<file path="src/rtl/xlat_pkg.sv">
// Shared types for the translation cache.
// Assumes: permission field is packed read, write, execute from MSB down.
package xlat_pkg;

    typedef enum logic [1:0] {
        ACC_LOAD  = 2'd0,
        ACC_STORE = 2'd1,
        ACC_FETCH = 2'd2,
        ACC_RSVD  = 2'd3
    } acc_kind_e;

    typedef struct packed {
        logic rd;
        logic wr;
        logic ex;
    } perm_t;

    // Decide whether an access kind is allowed by a permission set.
    function automatic logic perm_allows(perm_t p, logic [1:0] kind);
        case (acc_kind_e'(kind))
            ACC_LOAD:  return p.rd;
            ACC_STORE: return p.wr;
            ACC_FETCH: return p.ex;
            default:   return 1'b0;
        endcase
    endfunction

endpackage

</file>
<file path="src/rtl/xlat_match.sv">
// Parallel tag compare across every entry.
// Assumes at most one valid entry holds a given key, so the index
// encoding may simply OR together the positions that match.
module xlat_match #(
    parameter int ENTRIES = 8,
    parameter int VPN_W   = 20,
    parameter int IDX_W   = $clog2(ENTRIES)
) (
    input  logic [ENTRIES-1:0]            valid_i,
    input  logic [ENTRIES-1:0][VPN_W-1:0] tags_i,
    input  logic [VPN_W-1:0]              key_i,
    output logic [ENTRIES-1:0]            hit_vec_o,
    output logic                          any_o,
    output logic [IDX_W-1:0]              idx_o
);

    for (genvar g = 0; g < ENTRIES; g++) begin : g_cmp
        assign hit_vec_o[g] = valid_i[g] && (tags_i[g] == key_i);
    end

    assign any_o = |hit_vec_o;

    // Encode the matching position into an index.
    always_comb begin
        idx_o = '0;
        for (int i = 0; i < ENTRIES; i++) begin
            if (hit_vec_o[i]) idx_o = idx_o | IDX_W'(i);
        end
    end

endmodule

</file>
<file path="src/rtl/xlat_victim.sv">
// Chooses the slot for a new mapping: lowest invalid slot first,
// otherwise a round-robin pointer that steps on every installation.
// Assumes ENTRIES >= 2.
module xlat_victim #(
    parameter int ENTRIES = 8,
    parameter int IDX_W   = $clog2(ENTRIES)
) (
    input  logic               clk,
    input  logic               rst_n,
    input  logic [ENTRIES-1:0] valid_i,
    input  logic               adv_i,
    output logic [IDX_W-1:0]   victim_o
);

    localparam logic [IDX_W-1:0] LAST = IDX_W'(ENTRIES - 1);

    logic [IDX_W-1:0] rr_q;
    logic [IDX_W-1:0] free_idx;
    logic             free_any;

    // Step the round-robin pointer on each installation, wrapping at the end.
    always_ff @(posedge clk) begin
        if (!rst_n)      rr_q <= '0;
        else if (adv_i)  rr_q <= (rr_q == LAST) ? '0 : rr_q + IDX_W'(1);
    end

    // Find the lowest-numbered invalid slot.
    always_comb begin
        free_any = 1'b0;
        free_idx = '0;
        for (int i = ENTRIES - 1; i >= 0; i--) begin
            if (!valid_i[i]) begin
                free_any = 1'b1;
                free_idx = IDX_W'(i);
            end
        end
    end

    assign victim_o = free_any ? free_idx : rr_q;

endmodule

</file>
<file path="src/rtl/xlat_cache.sv">
// Fully associative translation cache with permission, dirty and
// cache-disable flags per entry.
// Assumes the walker serves one outstanding request; a newer miss
// replaces the page recorded for the walk.
module xlat_cache #(
    parameter int ENTRIES = 8,
    parameter int VPN_W   = 20,
    parameter int PPN_W   = 16,
    parameter int OFF_W   = 12,
    parameter int CNT_W   = 16
) (
    input  logic                    clk,
    input  logic                    rst_n,
    input  logic                    flush_i,
    input  logic                    req_valid_i,
    input  logic [VPN_W-1:0]        req_vpn_i,
    input  logic [OFF_W-1:0]        req_off_i,
    input  logic [1:0]              req_kind_i,
    output logic                    rsp_valid_o,
    output logic                    rsp_hit_o,
    output logic                    rsp_prot_fault_o,
    output logic [PPN_W+OFF_W-1:0]  rsp_paddr_o,
    output logic                    rsp_nocache_o,
    output logic                    walk_req_o,
    output logic [VPN_W-1:0]        walk_vpn_o,
    output logic                    walk_dirty_upd_o,
    input  logic                    walk_done_i,
    input  logic                    walk_ok_i,
    input  logic [PPN_W-1:0]        walk_ppn_i,
    input  logic [2:0]              walk_perm_i,
    input  logic                    walk_dirty_i,
    input  logic                    walk_nocache_i,
    output logic                    page_fault_o,
    output logic [CNT_W-1:0]        hit_count_o,
    output logic [CNT_W-1:0]        miss_count_o
);
    import xlat_pkg::*;

    localparam int IDX_W = $clog2(ENTRIES);

    // Entry storage
    logic [ENTRIES-1:0]            ent_valid;
    logic [ENTRIES-1:0][VPN_W-1:0] ent_vpn;
    logic [ENTRIES-1:0][PPN_W-1:0] ent_ppn;
    perm_t [ENTRIES-1:0]           ent_perm;
    logic [ENTRIES-1:0]            ent_dirty;
    logic [ENTRIES-1:0]            ent_nc;

    // Lookup path
    logic [ENTRIES-1:0] look_hit_vec;
    logic               look_any;
    logic [IDX_W-1:0]   look_idx;
    logic               look_perm_ok;
    logic               look_need_dirty;
    logic               lk_hit, lk_pf, lk_miss;

    // Refill path
    logic [ENTRIES-1:0] refill_hit_vec;
    logic               refill_any;
    logic [IDX_W-1:0]   refill_idx;
    logic [IDX_W-1:0]   victim_idx;
    logic [IDX_W-1:0]   fill_idx;
    logic               fill_en;
    logic               pend_q;
    logic [VPN_W-1:0]   walk_vpn_q;

    xlat_match #(.ENTRIES(ENTRIES), .VPN_W(VPN_W), .IDX_W(IDX_W)) u_look (
        .valid_i   (ent_valid),
        .tags_i    (ent_vpn),
        .key_i     (req_vpn_i),
        .hit_vec_o (look_hit_vec),
        .any_o     (look_any),
        .idx_o     (look_idx)
    );

    xlat_match #(.ENTRIES(ENTRIES), .VPN_W(VPN_W), .IDX_W(IDX_W)) u_refill (
        .valid_i   (ent_valid),
        .tags_i    (ent_vpn),
        .key_i     (walk_vpn_q),
        .hit_vec_o (refill_hit_vec),
        .any_o     (refill_any),
        .idx_o     (refill_idx)
    );

    xlat_victim #(.ENTRIES(ENTRIES), .IDX_W(IDX_W)) u_victim (
        .clk      (clk),
        .rst_n    (rst_n),
        .valid_i  (ent_valid),
        .adv_i    (fill_en),
        .victim_o (victim_idx)
    );

    // Classify the current lookup as hit, protection fault or miss.
    always_comb begin
        look_perm_ok    = perm_allows(ent_perm[look_idx], req_kind_i);
        look_need_dirty = (acc_kind_e'(req_kind_i) == ACC_STORE) && !ent_dirty[look_idx];
        lk_hit  = req_valid_i && look_any && look_perm_ok && !look_need_dirty;
        lk_pf   = req_valid_i && look_any && !look_perm_ok;
        lk_miss = req_valid_i && (!look_any || (look_perm_ok && look_need_dirty));
    end

    // An existing copy of the page is overwritten; otherwise use the victim.
    assign fill_en  = walk_done_i && walk_ok_i && pend_q && !flush_i;
    assign fill_idx = refill_any ? refill_idx : victim_idx;

    // Register the lookup response.
    always_ff @(posedge clk) begin
        if (!rst_n) begin
            rsp_valid_o      <= 1'b0;
            rsp_hit_o        <= 1'b0;
            rsp_prot_fault_o <= 1'b0;
            rsp_paddr_o      <= '0;
            rsp_nocache_o    <= 1'b0;
        end else begin
            rsp_valid_o      <= req_valid_i;
            rsp_hit_o        <= lk_hit;
            rsp_prot_fault_o <= lk_pf;
            rsp_paddr_o      <= lk_hit ? {ent_ppn[look_idx], req_off_i} : '0;
            rsp_nocache_o    <= lk_hit && ent_nc[look_idx];
        end
    end

    // Track the outstanding walk and raise its request and fault strobes.
    always_ff @(posedge clk) begin
        if (!rst_n) begin
            walk_req_o       <= 1'b0;
            walk_vpn_q       <= '0;
            walk_dirty_upd_o <= 1'b0;
            pend_q           <= 1'b0;
            page_fault_o     <= 1'b0;
        end else begin
            walk_req_o   <= lk_miss;
            page_fault_o <= walk_done_i && !walk_ok_i && pend_q;
            if (lk_miss) begin
                walk_vpn_q       <= req_vpn_i;
                walk_dirty_upd_o <= look_any;
                pend_q           <= 1'b1;
            end else if (walk_done_i) begin
                pend_q <= 1'b0;
            end
        end
    end

    assign walk_vpn_o = walk_vpn_q;

    // Update entry storage: flush wins over an installation.
    always_ff @(posedge clk) begin
        if (!rst_n) begin
            ent_valid <= '0;
            ent_vpn   <= '0;
            ent_ppn   <= '0;
            ent_perm  <= '0;
            ent_dirty <= '0;
            ent_nc    <= '0;
        end else if (flush_i) begin
            ent_valid <= '0;
        end else if (fill_en) begin
            ent_valid[fill_idx] <= 1'b1;
            ent_vpn[fill_idx]   <= walk_vpn_q;
            ent_ppn[fill_idx]   <= walk_ppn_i;
            ent_perm[fill_idx]  <= perm_t'(walk_perm_i);
            ent_dirty[fill_idx] <= walk_dirty_i;
            ent_nc[fill_idx]    <= walk_nocache_i;
        end
    end

    // Count hits and walk-raising misses.
    always_ff @(posedge clk) begin
        if (!rst_n) begin
            hit_count_o  <= '0;
            miss_count_o <= '0;
        end else begin
            if (lk_hit)  hit_count_o  <= hit_count_o + CNT_W'(1);
            if (lk_miss) miss_count_o <= miss_count_o + CNT_W'(1);
        end
    end

endmodule

</file>
<file path="config.mk">
export PLATFORM = sky130hd
export DESIGN_NAME = xlat_cache
export DESIGN_NICKNAME = d
export VERILOG_FILES = /design/src/rtl/xlat_pkg.sv /design/src/rtl/xlat_match.sv /design/src/rtl/xlat_victim.sv /design/src/rtl/xlat_cache.sv
export SDC_FILE = /design/constraint.sdc
export NUM_CORES = 1
export LEC_CHECK = 0
export CAP_MARGIN = 20
export CORE_ASPECT_RATIO = 0.5
export CORE_MARGIN = 5
export CORE_UTILIZATION = 45
export DETAILED_ROUTE_END_ITERATION = 10
export DONT_BUFFER_PORTS = 1
export GPL_ROUTABILITY_DRIVEN = 0
export PLACE_DENSITY = 0.57
export SLEW_MARGIN = 20
export SYNTH_ARGS = -nofsm -noshare
export SYNTH_HDL_FRONTEND = slang
export SYNTH_HIERARCHICAL = 1
export SYNTH_SLANG_ARGS = --single-unit
</file>
<file path="constraint.sdc">
create_clock -name clk -period 9.35 [get_ports clk]
set_input_delay 1.4025 -clock clk [delete_from_list [all_inputs] [get_ports clk]]
set_output_delay 1.4025 -clock clk [all_outputs]
set_load 0.05 [all_outputs]
</file>
==> flow_summary.ini <==
[yosys]
synth_nets = 2561
syn_inst = 2496
netlist_area_um2 = 20700
syn_area_per_cell_um2 = 8.29
yosysWarnings = 6

[floorplan]
die_w_um = 313
num_rows = 55
dieArea_um2 = 50600
fp.dieH_um = 162
start_util = 0.456
fp.coreArea_um2 = 45300
io_pins = 148

[detailed_routing]
wl_met1_um = 30100
antenna_left = 0
firstDrtPassIters = 5
wl_per_cell_um = 22.2
wl_um = 66200
maxUsedRoutingLayer = met5
drt_iter0_markers = 1840
wl_met3_um = 5550
met2WireLength_um = 28700
num_vias = 17100
drc = 0
via_per_inst = 5.73

[global_route]
grt_antenna_before_repair = 1
track_usage = 0.252
overflow = 0
grt_max_degree = 198
grt_pass1_wl_um = 99700
grt_pass1_vias = 15700

[cells_and_area]
num_antenna_cells = 0
syn_to_final_growth_pct = 6.37
layout_common_cells = 689 x nand2_1, 427 x dfxtp_1, 373 x a21oi_1
multi_input_area_um2 = 10900
final_common_cell = nand2_1
fin_nets = 2421
drive_gt1_frac = 0.0742
num-fill-cells = 4333
final-seq-area_um2 = 8550

[timing]
hold_slack_ns = 0.451
fin_tns_setup_ns = 0
hold_viol_final = 0
post-route-min-period_ns = 5.22
worstMarginPinSlew_ns = 1.13
fin_crit_sh = 0.558
rsz0062_at_grt = no
slew_violations = 0
fmax_mhz = 192
clock_skew_ns = 0.0287
setup_viol = 0
worst_slew_margin_rel = 0.247

[clock_network]
cts_resized = 0
post_cts_buffers = 0
clk_path_buf_depth = 3
clk_transition_reported_paths_ns = 0.07
htree_levels = 2
hold_buffers = 0
root_buffer = clkbuf_16
clk_latency_ns = 0.57
cts_num_sinks = 427
numCtsBuffers = 41
cts_tree = yes

[critical_path]
startpoint_type = flop
crit_type = reg2reg
worstPathArrival_ns = 5.69
worstPathMaxFanout = 25
reg2reg_slack_ns = 4.13
cp.required_ns = 9.82
end_kind = flop

[power_and_ir_drop]
irDropWorstVdd_mv = 0.104
p_leak_nw = 6.87
finalPower_w = 0.00378
powerDensity_nw_per_um2 = 172

[flow_run]
cap_violations = 0

[hold_path]
min_path_type = reg2reg

[outcome]
status = finished, final reports clean

[place]
io_buffer_count = 0
hpwl_um = 40500
==> worst paths after layout <==
path,startpoint,end,depth (start not counted)
min reg2reg,ent_nc[4],ent_nc[4],2
min,ent_nc[4],ent_nc[4],2
max,walk_vpn_o[18],ent_ppn[39],12
max reg2reg,walk_vpn_o[18],ent_ppn[39],12
==> per-stage QoR <==
stage / cell area [µm²] / worst slack [ns] / instances / utilization
detailed placement: 20600 / 3.83 / 2911 / 0.455
CTS: 22000 / 4.24 / 2984 / 0.485
floorplan: 20700 / 4.95 / 2496 / -
global placement: 20600 / 3.53 / 2910 / 0.455
finish: 22000 / 4.13 / 2984 / 0.485
global route: 22000 / 3.95 / 2984 / 0.485
==> routing by layer <==
metal | vias to the layer above | GRT usage
li1 | 8053 | -
met1 | 8270 | 0.365
met2 | 650 | 0.388
met3 | 115 | 0.0521
met4 | 2 | 0.0621
met5 | - | 0
==> registers in the layout (all words and copies together), names as in the netlist, 3 cells and up <==
signal	flops
walk_vpn_o	20
miss_count_o	16
rsp_paddr_o	28
ent_ppn	128
ent_nc	8
u_victim/rr_q	3
ent_vpn	160
ent_valid	8
ent_dirty	8
ent_perm	24
hit_count_o	16
==> final cells by class <==
type                       instances  area share
clock inverter                    10     0.00717
timing repair buffer              43      0.0156
sequential                       427       0.389
inverter                          11     0.00222
multi-input combinational       1832       0.498
clock buffer                      63      0.0550
tap                              598      0.0340
==> critical path: stages, from the launching register on <==
cell	delay, ns
dfxtp_1	0.65
buf_4	0.42
xor2_1	0.11
nor4_1	0.83
nand3_1	0.15
nor4_1	0.38
or4_1	0.37
mux2i_1	0.43
nand2_1	0.35
nor2_4	0.67
buf_4	0.50
nand2_1	0.10
a21oi_1	0.14
==> where the power goes <==
group	internal (W)	switching [W]
sequential	0.00183	0.0000185
clock	0.000982	0.000748
combinational	0.0000716	0.000137
total	0.00288	0.000903
No activity file was read; power rests on OpenSTA's default activity.
